`config.mk`:
```
export PLATFORM = sky130hd
export DESIGN_NAME = eeprom_op_sorter
export DESIGN_NICKNAME = d
export VERILOG_FILES = /design/src/rtl/eos_pkg.sv /design/src/rtl/eos_ctrl.sv /design/src/rtl/eos_datapath.sv /design/src/rtl/eeprom_op_sorter.sv
export SDC_FILE = /design/constraint.sdc
export NUM_CORES = 1
export LEC_CHECK = 0
export ABC_CLOCK_PERIOD_IN_PS = 5900
export CORE_UTILIZATION = 40
export DETAILED_ROUTE_END_ITERATION = 10
export GPL_TIMING_DRIVEN = 0
export PLACE_DENSITY = 0.63
export SYNTH_ARGS = -nofsm -noshare
export SYNTH_HDL_FRONTEND = slang
export SYNTH_SLANG_ARGS = --single-unit
```
`constraint.sdc`:
```
create_clock -name clk -period 5.9 [get_ports clk]
set_clock_uncertainty 0.2 [all_clocks]
set_input_delay 1.77 -clock clk [delete_from_list [all_inputs] [get_ports clk]]
set_output_delay 1.77 -clock clk [all_outputs]
set_load 0.02 [all_outputs]
```
`src/rtl/eos_pkg.sv`:
```
package eos_pkg;

  typedef enum logic [3:0] {
    EV_NONE    = 4'd0,
    EV_START   = 4'd1,
    EV_RESTART = 4'd2,
    EV_STOP    = 4'd3,
    EV_ADDR_RD = 4'd4,
    EV_ADDR_WR = 4'd5,
    EV_DATA_RD = 4'd6,
    EV_DATA_WR = 4'd7,
    EV_ACK     = 4'd8,
    EV_NACK    = 4'd9
  } evt_e;

  typedef enum logic [2:0] {
    CL_NONE    = 3'd0,
    CL_BYTE_WR = 3'd1,
    CL_PAGE_WR = 3'd2,
    CL_CUR_RD  = 3'd3,
    CL_RAND_RD = 3'd4,
    CL_SEQ_RD  = 3'd5
  } cls_e;

  localparam int WARN_W     = 6;
  localparam int WB_NOREPLY = 0;
  localparam int WB_ABORT   = 1;
  localparam int WB_OVER    = 2;
  localparam int WB_CROSS   = 3;
  localparam int WB_ACKSTOP = 4;
  localparam int WB_RESTART = 5;

  typedef struct packed {
    logic              clear;
    logic              ldHi;
    logic              ldLo;
    logic              incCnt;
    logic              emit;
    cls_e              cls;
    logic [WARN_W-1:0] warn;
  } strobe_t;

endpackage

```
`src/rtl/eos_ctrl.sv`:
```
module eos_ctrl
  import eos_pkg::*;
#(
  parameter int CNT_W = 8
) (
  input  logic             clk,
  input  logic             rst_n,
  input  logic             evtValid,
  input  logic [3:0]       evtKind,
  input  logic             cfgTwoByteAddr,
  input  logic [CNT_W-1:0] dataCnt,
  output strobe_t          strb
);

  typedef enum logic [4:0] {
    S_IDLE, S_CTRL,
    S_R_CACK, S_R_BYTE, S_R_BACK,
    S_W_CACK, S_W_ADDR, S_W_AACK_HI, S_W_ADDR_LO, S_W_AACK_LO,
    S_W_DATA, S_W_DACK,
    S_R2_CTRL, S_R2_CACK, S_R2_BYTE, S_R2_BACK,
    S_END_CUR, S_END_RND
  } state_e;

  state_e state, nxt;
  evt_e   kind;
  logic   cntZero, cntOne;
  cls_e   rndCls;

  assign kind    = evt_e'(evtKind);
  assign cntZero = (dataCnt == '0);
  assign cntOne  = (dataCnt == CNT_W'(1));
  assign rndCls  = cntOne ? CL_RAND_RD : CL_SEQ_RD;

  always_comb begin
    nxt  = state;
    strb = '0;
    if (evtValid) begin
      case (state)
        S_IDLE: begin
          if (kind == EV_START || kind == EV_RESTART) begin
            strb.clear = 1'b1;
            nxt = S_CTRL;
          end
        end
        S_CTRL: begin
          if (kind == EV_ADDR_RD)      nxt = S_R_CACK;
          else if (kind == EV_ADDR_WR) nxt = S_W_CACK;
          else                         nxt = S_IDLE;
        end
        S_R_CACK, S_W_CACK: begin
          if (kind == EV_ACK) begin
            nxt = (state == S_R_CACK) ? S_R_BYTE : S_W_ADDR;
          end else begin
            nxt = S_IDLE;
            if (kind == EV_NACK) begin
              strb.emit = 1'b1;
              strb.cls  = CL_NONE;
              strb.warn[WB_NOREPLY] = 1'b1;
            end
          end
        end
        S_R_BYTE: begin
          if (kind == EV_DATA_RD) begin
            strb.incCnt = 1'b1;
            nxt = S_R_BACK;
          end else begin
            nxt = S_IDLE;
            if (kind == EV_STOP) begin
              strb.emit = 1'b1;
              strb.cls  = CL_NONE;
              strb.warn[WB_ABORT] = 1'b1;
            end
          end
        end
        S_R_BACK: nxt = (kind == EV_NACK) ? S_END_CUR : S_IDLE;
        S_W_ADDR: begin
          if (kind == EV_DATA_WR) begin
            strb.ldHi = cfgTwoByteAddr;
            strb.ldLo = !cfgTwoByteAddr;
            nxt = cfgTwoByteAddr ? S_W_AACK_HI : S_W_AACK_LO;
          end else begin
            nxt = S_IDLE;
            if (kind == EV_STOP) begin
              strb.emit = 1'b1;
              strb.cls  = CL_NONE;
              strb.warn[WB_ABORT] = 1'b1;
            end
          end
        end
        S_W_AACK_HI: nxt = (kind == EV_ACK) ? S_W_ADDR_LO : S_IDLE;
        S_W_ADDR_LO: begin
          if (kind == EV_DATA_WR) begin
            strb.ldLo = 1'b1;
            nxt = S_W_AACK_LO;
          end else begin
            nxt = S_IDLE;
          end
        end
        S_W_AACK_LO: nxt = (kind == EV_ACK) ? S_W_DATA : S_IDLE;
        S_W_DATA: begin
          if (kind == EV_DATA_WR) begin
            strb.incCnt = 1'b1;
            nxt = S_W_DACK;
          end else if (kind == EV_STOP) begin
            nxt = S_IDLE;
            if (!cntZero) begin
              strb.emit = 1'b1;
              strb.cls  = cntOne ? CL_BYTE_WR : CL_PAGE_WR;
            end
          end else if (kind == EV_RESTART && cntZero) begin
            nxt = S_R2_CTRL;
          end else begin
            nxt = S_IDLE;
          end
        end
        S_W_DACK:  nxt = (kind == EV_ACK) ? S_W_DATA : S_IDLE;
        S_R2_CTRL: nxt = (kind == EV_ADDR_RD) ? S_R2_CACK : S_IDLE;
        S_R2_CACK: nxt = (kind == EV_ACK) ? S_R2_BYTE : S_IDLE;
        S_R2_BYTE: begin
          if (kind == EV_DATA_RD) begin
            strb.incCnt = 1'b1;
            nxt = S_R2_BACK;
          end else begin
            nxt = S_IDLE;
            if (kind == EV_STOP && !cntZero) begin
              strb.emit = 1'b1;
              strb.cls  = rndCls;
              strb.warn[WB_ACKSTOP] = 1'b1;
            end
          end
        end
        S_R2_BACK: begin
          if (kind == EV_ACK)       nxt = S_R2_BYTE;
          else if (kind == EV_NACK) nxt = S_END_RND;
          else                      nxt = S_IDLE;
        end
        S_END_CUR, S_END_RND: begin
          nxt = S_IDLE;
          if (kind == EV_STOP || kind == EV_RESTART) begin
            strb.emit = 1'b1;
            strb.cls  = (state == S_END_CUR) ? CL_CUR_RD : rndCls;
            if (kind == EV_RESTART) begin
              strb.warn[WB_RESTART] = 1'b1;
              strb.clear = 1'b1;
              nxt = S_CTRL;
            end
          end
        end
        default: nxt = S_IDLE;
      endcase
    end
  end

  always_ff @(posedge clk) begin
    if (!rst_n) state <= S_IDLE;
    else        state <= nxt;
  end


  idle_hold_chk: assert property (@(posedge clk) disable iff (!rst_n)
    !evtValid |=> $stable(state));


  emit_cause_chk: assert property (@(posedge clk) disable iff (!rst_n)
    strb.emit |-> (evtValid && (kind == EV_STOP || kind == EV_RESTART || kind == EV_NACK)));


  restart_resume_chk: assert property (@(posedge clk) disable iff (!rst_n)
    (strb.emit && strb.warn[WB_RESTART]) |=> (state == S_CTRL));

endmodule

```
`src/rtl/eos_datapath.sv`:
```
module eos_datapath
  import eos_pkg::*;
#(
  parameter int ADDR_W    = 16,
  parameter int CNT_W     = 8,
  parameter int PAGE_SIZE = 16
) (
  input  logic              clk,
  input  logic              rst_n,
  input  strobe_t           strb,
  input  logic [7:0]        evtData,
  input  logic              cfgTwoByteAddr,
  input  logic [ADDR_W-1:0] cfgInitAddr,
  output logic [CNT_W-1:0]  dataCnt,
  output logic              resValid,
  output logic [2:0]        resClass,
  output logic [ADDR_W-1:0] resAddr,
  output logic [CNT_W-1:0]  resCount,
  output logic [WARN_W-1:0] resWarn
);

  localparam int HALF     = ADDR_W / 2;
  localparam int PG_SHIFT = $clog2(PAGE_SIZE);

  logic [ADDR_W-1:0] wordAddr, addrCtr, lastAddr, stepAddr, nextCtr;
  logic [WARN_W-1:0] pageWarn;
  logic              isCur;

  assign isCur    = (strb.cls == CL_CUR_RD);
  assign lastAddr = wordAddr + ADDR_W'(dataCnt) - ADDR_W'(1);
  assign stepAddr = isCur ? (addrCtr + ADDR_W'(1)) : (wordAddr + ADDR_W'(dataCnt));
  assign nextCtr  = cfgTwoByteAddr ? stepAddr : {{(ADDR_W-HALF){1'b0}}, stepAddr[HALF-1:0]};

  always_comb begin
    pageWarn = '0;
    if (strb.cls == CL_PAGE_WR) begin
      pageWarn[WB_OVER]  = (32'(dataCnt) > PAGE_SIZE);
      pageWarn[WB_CROSS] = ((wordAddr >> PG_SHIFT) != (lastAddr >> PG_SHIFT));
    end
  end

  always_ff @(posedge clk) begin
    if (!rst_n) begin
      wordAddr <= '0;
      dataCnt  <= '0;
      addrCtr  <= cfgInitAddr;
      resValid <= 1'b0;
      resClass <= '0;
      resAddr  <= '0;
      resCount <= '0;
      resWarn  <= '0;
    end else begin
      resValid <= strb.emit;
      if (strb.emit) begin
        resClass <= strb.cls;
        resAddr  <= isCur ? addrCtr : wordAddr;
        resCount <= dataCnt;
        resWarn  <= strb.warn | pageWarn;
        if (strb.cls != CL_NONE) addrCtr <= nextCtr;
      end
      if (strb.clear) begin
        wordAddr <= '0;
        dataCnt  <= '0;
      end else begin
        if (strb.ldHi) wordAddr[ADDR_W-1:HALF] <= evtData;
        if (strb.ldLo) wordAddr[HALF-1:0]      <= evtData;
        if (strb.incCnt && dataCnt != '1) dataCnt <= dataCnt + 1'b1;
      end
    end
  end


  pulse_single_chk: assert property (@(posedge clk) disable iff (!rst_n)
    resValid |=> !resValid);


  byte_write_count_chk: assert property (@(posedge clk) disable iff (!rst_n)
    (resValid && resClass == CL_BYTE_WR) |-> (resCount == CNT_W'(1)));


  page_warn_scope_chk: assert property (@(posedge clk) disable iff (!rst_n)
    (resValid && resClass != CL_PAGE_WR) |-> (resWarn[WB_CROSS:WB_OVER] == 2'b00));


  abort_flag_chk: assert property (@(posedge clk) disable iff (!rst_n)
    (resValid && resClass == CL_NONE) |-> (resWarn[WB_ABORT:WB_NOREPLY] != 2'b00));


  cur_read_step_chk: assert property (@(posedge clk) disable iff (!rst_n)
    (resValid && resClass == CL_CUR_RD && cfgTwoByteAddr) |-> (addrCtr == resAddr + ADDR_W'(1)));

endmodule

```
`src/rtl/eeprom_op_sorter.sv`:
```
module eeprom_op_sorter
  import eos_pkg::*;
#(
  parameter int ADDR_W    = 16,
  parameter int CNT_W     = 8,
  parameter int PAGE_SIZE = 16
) (
  input  logic              clk,
  input  logic              rst_n,
  input  logic              evtValid,
  input  logic [3:0]        evtKind,
  input  logic [7:0]        evtData,
  input  logic              cfgTwoByteAddr,
  input  logic [ADDR_W-1:0] cfgInitAddr,
  output logic              resValid,
  output logic [2:0]        resClass,
  output logic [ADDR_W-1:0] resAddr,
  output logic [CNT_W-1:0]  resCount,
  output logic [WARN_W-1:0] resWarn
);

  strobe_t          strb;
  logic [CNT_W-1:0] dataCnt;

  eos_ctrl #(.CNT_W(CNT_W)) u_ctrl (
    .clk            (clk),
    .rst_n          (rst_n),
    .evtValid       (evtValid),
    .evtKind        (evtKind),
    .cfgTwoByteAddr (cfgTwoByteAddr),
    .dataCnt        (dataCnt),
    .strb           (strb)
  );

  eos_datapath #(.ADDR_W(ADDR_W), .CNT_W(CNT_W), .PAGE_SIZE(PAGE_SIZE)) u_dp (
    .clk            (clk),
    .rst_n          (rst_n),
    .strb           (strb),
    .evtData        (evtData),
    .cfgTwoByteAddr (cfgTwoByteAddr),
    .cfgInitAddr    (cfgInitAddr),
    .dataCnt        (dataCnt),
    .resValid       (resValid),
    .resClass       (resClass),
    .resAddr        (resAddr),
    .resCount       (resCount),
    .resWarn        (resWarn)
  );

endmodule

```
# ---- After elaboration in Yosys (flattened, before gate mapping)
# Index checks and enable logic that the tools add are counted.
dict set report totals {
  inputBits 32
  wordCells 136
  out_inout_bits 34
  register_bits 79
}
dict set report op_classes {
  magnitude_cmp 1
  n_reduce_logical 17
  muxes 68
  eq_ne 34
  n_addsub 4
  n_bitwise 2
}
# cell n
set op_table {}
lappend op_table {{$mux 16} 6}
lappend op_table {{$mux 4} 19}
lappend op_table {{$pmux 5 s15} 1}
lappend op_table {{$mux 5} 9}
lappend op_table {{$eq 5x4->1 const B} 8}
lappend op_table {{$pmux 4 s6} 1}
lappend op_table {{$eq 5x3->1 const B} 4}
lappend op_table {{$mux 1} 19}
lappend op_table {{$add 16x1->16 const B} 1}
lappend op_table {{$add 16x8->16} 1}
lappend op_table {{$eq 4x3->1 const B} 4}
lappend op_table {{$sub 16x1->16 const B} 1}
lappend op_table {{$mux 3} 4}
lappend op_table {{$ne 12x12->1} 1}
lappend op_table {{$eq 5x2->1 const B} 2}
lappend op_table {{$eq 5x5->1 const B} 2}
lappend op_table {{$mux 10} 1}
lappend op_table {{$reduce_or 2->1} 5}
lappend op_table {{$add 8x1->8 const B} 1}
lappend op_table {{$eq 4x2->1 const B} 2}
lappend op_table {{$eq 4x4->1 const B} 2}
lappend op_table {{$eq 8x1->1 const B} 1}
lappend op_table {{$gt 8x5->1 const B} 1}
lappend op_table {{$logic_not 8->1} 1}
lappend op_table {{15 further kinds} 29}

# ---- Longest topological paths before layout
dict set report logic_depth {
  word_depth 13
  mapped_depth 11
}

# ---- Hierarchy
# Synthesis repeated with hierarchy kept, for this count alone.
dict set report unflattened {
  hier_cells 617
  area_unflattened_um2 5166.2
}
# mod area_each_um2 seq_area_each_um2 n_inst cells_per_inst
set by_module_without_submodules {}
lappend by_module_without_submodules {eos_datapath 4124.0 1641.6 1 463}
lappend by_module_without_submodules {eos_ctrl 1042.2 100.1 1 154}

# ---- Worst setup path after synthesis
# Ideal clock, no wire load.
dict set report synth_path {
  path_kind {input to register}
  start {input port evtKind[1]}
  end {register u_dp.addrCtr[0], enable pin}
  arrival_time_ps 4123
  setup_ps 391
  required_time_ps 5309
  stages 8
  slack_ps 1186
  cell_sequence {buf_2 -> or3b_1 -> a311oi_2 -> and4_1 -> a21oi_2 -> a211o_1 -> and3_1 -> o21ai_1}
}
dict set report synth_via {
  elab_chain_len 9
  word_cells_on_any_way 24
}
# element line_no
set synth_lines {}
lappend synth_lines {{start, declared} eeprom_op_sorter.sv:11} ;# input logic [3:0] evtKind,
lappend synth_lines {{$eq 4x2->1} n/a}
lappend synth_lines {{$logic_and 1x1->1} eos_ctrl.sv:125} ;# if (kind == EV_STOP && !cntZero) begin
lappend synth_lines {{$mux 4} eos_ctrl.sv:125}
lappend synth_lines {{$mux 4} eos_ctrl.sv:120} ;# if (kind == EV_DATA_RD) begin
lappend synth_lines {{$pmux 4 s6 (*)} eos_ctrl.sv:38} ;# case (state)
lappend synth_lines {{$mux 10 (*)} eos_ctrl.sv:37} ;# if (evtValid) begin
lappend synth_lines {{$reduce_bool 3->1} eos_datapath.sv:59} ;# if (strb.cls != CL_NONE) addrCtr <= nextCtr;
lappend synth_lines {{$ne 2x1->1 (no source line)} n/a}
lappend synth_lines {{$reduce_and 2->1 (no source line) (*)} n/a}
lappend synth_lines {{end signal, assigned} eos_datapath.sv:46} ;# addrCtr <= cfgInitAddr;
lappend synth_lines {{end signal, assigned} eos_datapath.sv:59}
lappend synth_lines {{end, declared} eos_datapath.sv:25} ;# logic [ADDR_W-1:0] wordAddr, addrCtr, lastAddr, stepAddr, nextCtr;
# Mark *: on every way between the ends. The rest lies on a longest branch, timed or not.
# A chain may end at the register's enable or synchronous reset.

# ---- Worst setup path after layout
dict set report layout_path {
  start {input port evtKind[3]}
  end {register u_dp.addrCtr[14], enable pin}
}
# The elaborated chain is that of the path after synthesis.

==> impl_metrics.prom <==
# TYPE chip_impl_metric gauge
chip_impl_info{name="outcome",value="finished clean"} 1
chip_impl_metric{name="max_slew.worst_pin.slew",unit="ns"} 0.9875
chip_impl_metric{name="fin_crit_sh",unit="%"} 86.35
chip_impl_metric{name="critPathMaxFanout",unit=""} 16
chip_impl_info{name="synth_ff_type",value="dfxtp_1"} 1
chip_impl_metric{name="grt_max_degree",unit=""} 17
chip_impl_metric{name="period_needed",unit="ns"} 5.094
chip_impl_metric{name="io_pins",unit=""} 66
chip_impl_metric{name="viasPerCell",unit=""} 5.664
chip_impl_metric{name="layout.nets",unit=""} 738
chip_impl_metric{name="critPathBufInv",unit=""} 1
chip_impl_metric{name="numPortBuffers",unit=""} 63
chip_impl_info{name="critical_path.cell_chain",value="clkdlybuf4s50_1 > or3b_1 > a311oi_2 > and4_1 > a21oi_2 > a211o_1 > and3_1 > o21ai_2"} 1
chip_impl_metric{name="routed-via-count",unit=""} 4905
chip_impl_metric{name="drc_errors",unit=""} 0
chip_impl_metric{name="wire_length_of_the_first_global_routing_pass",unit="µm"} 25520
chip_impl_metric{name="worstSkewPairLatency",unit="ns"} 0.35
chip_impl_metric{name="drtPass1Iterations",unit=""} 5
chip_impl_metric{name="number_of_buffers_added_to_fix_hold_violations_after_cts",unit=""} 0
chip_impl_metric{name="finalHoldViolCount",unit=""} 0
chip_impl_info{name="crit_type",value="input port to register"} 1
chip_impl_metric{name="critical_path_arrival",unit="ns"} 4.86
chip_impl_info{name="clockRootBuffer",value="clkbuf_16"} 1
chip_impl_metric{name="total_overflow_reported_by_the_global_router",unit=""} 0
chip_impl_metric{name="fmax",unit="MHz"} 196.3
chip_impl_metric{name="slowest_delay",unit="ns"} 0.75
chip_impl_metric{name="yosys.cell_types.count",unit=""} 79
chip_impl_metric{name="critical_path_required",unit="ns"} 5.66
chip_impl_metric{name="track_usage",unit="%"} 25.48
chip_impl_metric{name="grt_pass1_vias",unit=""} 4746
chip_impl_metric{name="core.rowCount",unit=""} 40
chip_impl_info{name="critical_path.slowest_cell",value="o21ai_2"} 1
chip_impl_metric{name="detailed_place_hpwl",unit="µm"} 12120
chip_impl_metric{name="initialDrtViolationCount",unit=""} 427
chip_impl_metric{name="antenna_found_initial",unit=""} 0
chip_impl_metric{name="final-max-slew-violation-count",unit=""} 0
chip_impl_metric{name="floorplan.initialDensity",unit="%"} 41.71
chip_impl_metric{name="synth.cell_area",unit="µm²"} 5115
chip_impl_metric{name="post-layout-total-power",unit="mW"} 1.210
chip_impl_info{name="critical_path.startpoint_type",value="input port"} 1
chip_impl_metric{name="clock_tree.htree_level_count",unit=""} 3
chip_impl_metric{name="setup-tns-final",unit="ns"} 0
chip_impl_metric{name="powerDensity",unit="nW/µm²"} 193.3
chip_impl_metric{name="ys.warnings.count",unit=""} 0
chip_impl_metric{name="setup_viol",unit=""} 0
chip_impl_metric{name="final_layout_size_suffix_gt1_share",unit="%"} 6.877
chip_impl_metric{name="avgSynthCellArea",unit="µm²"} 8.263
chip_impl_metric{name="wire_per_inst",unit="µm"} 18.42
chip_impl_info{name="critical_path.reg2reg.startpoint",value="u_dp.dataCnt[0]"} 1
chip_impl_info{name="unrepaired_setup_endpoints_after_global_routing",value="no"} 1
chip_impl_metric{name="tritoncts_buffer_count",unit=""} 9
chip_impl_metric{name="core_area",unit="µm²"} 12260
chip_impl_metric{name="post_synth_edffs",unit=""} 16
chip_impl_metric{name="leakage",unit="nW"} 2.414
chip_impl_metric{name="max-vdd-ir-drop",unit="V"} 0.0001561
chip_impl_info{name="timing.critical_path.to_type",value="register"} 1
chip_impl_metric{name="relative_slew_margins",unit="%"} 34.16
chip_impl_metric{name="routed_wirelength",unit="µm"} 15960
chip_impl_metric{name="design.die.area",unit="µm²"} 13240
chip_impl_info{name="tritoncts",value="built"} 1
chip_impl_metric{name="synth.net_count",unit=""} 664
chip_impl_metric{name="max-cap-violations",unit=""} 0
chip_impl_metric{name="area_delta_synth_final",unit="%"} 22.36
chip_impl_metric{name="horiz_die_dim",unit="µm"} 115.1
chip_impl_info{name="critical_hold_path_startpoint",value="u_dp.resClass[0]"} 1
chip_impl_metric{name="clock_path_buffers",unit=""} 2
chip_impl_metric{name="post_cts_resized",unit=""} 0
chip_impl_info{name="worstHoldPathType",value="register to register"} 1
chip_impl_metric{name="antenna_cells_inserted",unit=""} 0
chip_impl_metric{name="buffers_inserted_by_post_cts_timing_repair",unit=""} 0
chip_impl_metric{name="layout.filler_cells",unit=""} 1232
chip_impl_metric{name="cts_num_sinks",unit=""} 79
chip_impl_metric{name="yosysSeqAreaShare",unit="%"} 34.05
chip_impl_info{name="critPathLaunch",value="evtKind[3]"} 1
chip_impl_metric{name="dpl.cell_count",unit=""} 850
chip_impl_metric{name="place_congestion",unit=""} 0.9340
chip_impl_metric{name="final_cells",unit=""} 866
chip_impl_metric{name="synthArstFlopShare",unit="%"} 0
chip_impl_metric{name="cells_after_synth",unit=""} 619
chip_impl_metric{name="final_core_utilization",unit="%"} 51.04
chip_impl_info{name="cp_top_family",value="compound AO/OA/AOI/OAI gates"} 1
chip_impl_metric{name="fp.dieH",unit="µm"} 115.1
chip_impl_metric{name="ant_nets",unit=""} 0
chip_impl_metric{name="cts.reportedPaths.clkPinSlew",unit="ns"} 0.06
chip_impl_metric{name="ys_ff_latch",unit=""} 79
-- cell type report --
class	count	area [µm²]	share of cell area (%)
Multi-Input combinational cell	479	3117	49.80
Sequential cell	79	1742	27.83
Timing Repair Buffer	63	630.6	10.08
Clock buffer	10	239.0	3.818
Tap cell	168	210.2	3.359
Buffer	36	166.4	2.659
Inverter	25	93.84	1.499
Clock inverter	6	60.06	0.9596
-- cells in the mapped netlist (3+ instances only) --
cell type	count	area share, %
a2111oi_0	4	0.68
a211oi_1	4	0.59
a21oi_1	29	2.8
and2_1	8	0.98
and3_1	9	1.1
and4_1	3	0.51
buf_2	7	0.68
clkbuf_1	24	1.8
dfxtp_1	63	25
edfxtp_1	16	9.4
ha_1	12	2.9
inv_1	22	1.6
mux2_2	3	0.66
mux2i_1	21	4.1
nand2_1	83	6.1
nand2b_1	6	0.73
nand3_1	37	3.6
nand4_1	7	0.86
nor2_1	51	3.7
nor2b_1	17	2.1
nor3_1	10	0.98
nor3b_1	3	0.44
nor4_1	6	0.73
nor4b_1	3	0.51
o211a_1	17	3.3
o211ai_1	6	0.88
o21a_1	6	0.88
o21ai_0	22	2.2
o21ai_1	6	0.59
o22ai_1	8	0.98
o31ai_1	3	0.44
or3_1	4	0.49
xnor2_1	22	3.8
xor2_1	14	2.4
-- routing by layer --
metal | part of all wire, % | track usage [%] | routed length [µm] | vias to the layer above
li1 | - | - | - | 2379
met1 | 47 | 35.85 | 7547 | 2323
met2 | 45 | 40.08 | 7109 | 186
met3 | 6.6 | 3.954 | 1048 | 17
met4 | 1.6 | 7.879 | 251 | 0
met5 | 0 | 0 | 0 | -
-- path summary, 6_finish.rpt --
path	depth (start not counted)	slack, ns	to
max	8	0.81	u_dp.addrCtr[14]
min	2	0.26	u_dp.resClass[0]
max reg2reg	11	2.08	u_dp.resWarn[3]
min reg2reg	2	0.26	u_dp.resClass[0]
-- flip-flops by register name, summed over array words and instances (netlist names) --
name and cells:
u_dp.addrCtr 16, u_dp.resAddr 16, u_ctrl.state 5, u_dp.resValid 1, u_dp.resClass 3, u_dp.resWarn 6
u_dp.dataCnt 8, u_dp.resCount 8, u_dp.wordAddr 16
-- report_power, final --
group	switching [mW]	total, mW	internal, mW
clock network	0.230	0.567	0.337
logic	0.0410	0.0755	0.0345
registers	0.00801	0.567	0.559
total	0.279	1.21	0.931
-- tightest hold or removal path, cell delays in order (launching register included) --
cell      delay, ns
dfxtp_1        0.31
nand2_1        0.05
a21boi_1       0.06
-- layout by cell type, fill, tap and decap left out, drive strengths merged, types with 6 or more instances in the layout --
master / n
dfxtp: 63
nor2: 51
a2111oi: 6
xnor2: 22
nand4: 7
buf: 12
nor2b: 17
mux2i: 21
nand2b: 6
nor3: 12
inv: 24
o211a: 17
clkbuf: 34
o211ai: 6
nand2: 84
and2: 9
and3: 9
ha: 12
a21oi: 31
o21a: 7
o21ai: 28
edfxtp: 16
nor4: 6
xor2: 14
nand3: 37
clkdlybuf4s50: 63
o22ai: 8
-- metrics by stage --
stage / worst slack (ns) / instance area (µm²) / hold slack (ns)
finish: 0.8055 / 6259 / 0.2609
global route: 0.6725 / 6259 / 0.2833
CTS: 0.8309 / 6259 / 0.2714
detailed placement: 0.4841 / 5959 / 0.2628
global placement: 0.04007 / 5956 / 0.2513
floorplan: 1.186 / 5115 / 0.2568
-- cell families after synthesis --
logic type / count (synthesis) / share of synthesized area [%]
compound gates: 139 / 20.11
xor+xnor: 37 / 6.605
fa+ha+maj: 13 / 3.327
buf+inv: 61 / 5.088
flops: 79 / 34.05
mux: 24 / 4.770
simple gates: 266 / 26.05
Power figures use the tool's default switching activity.
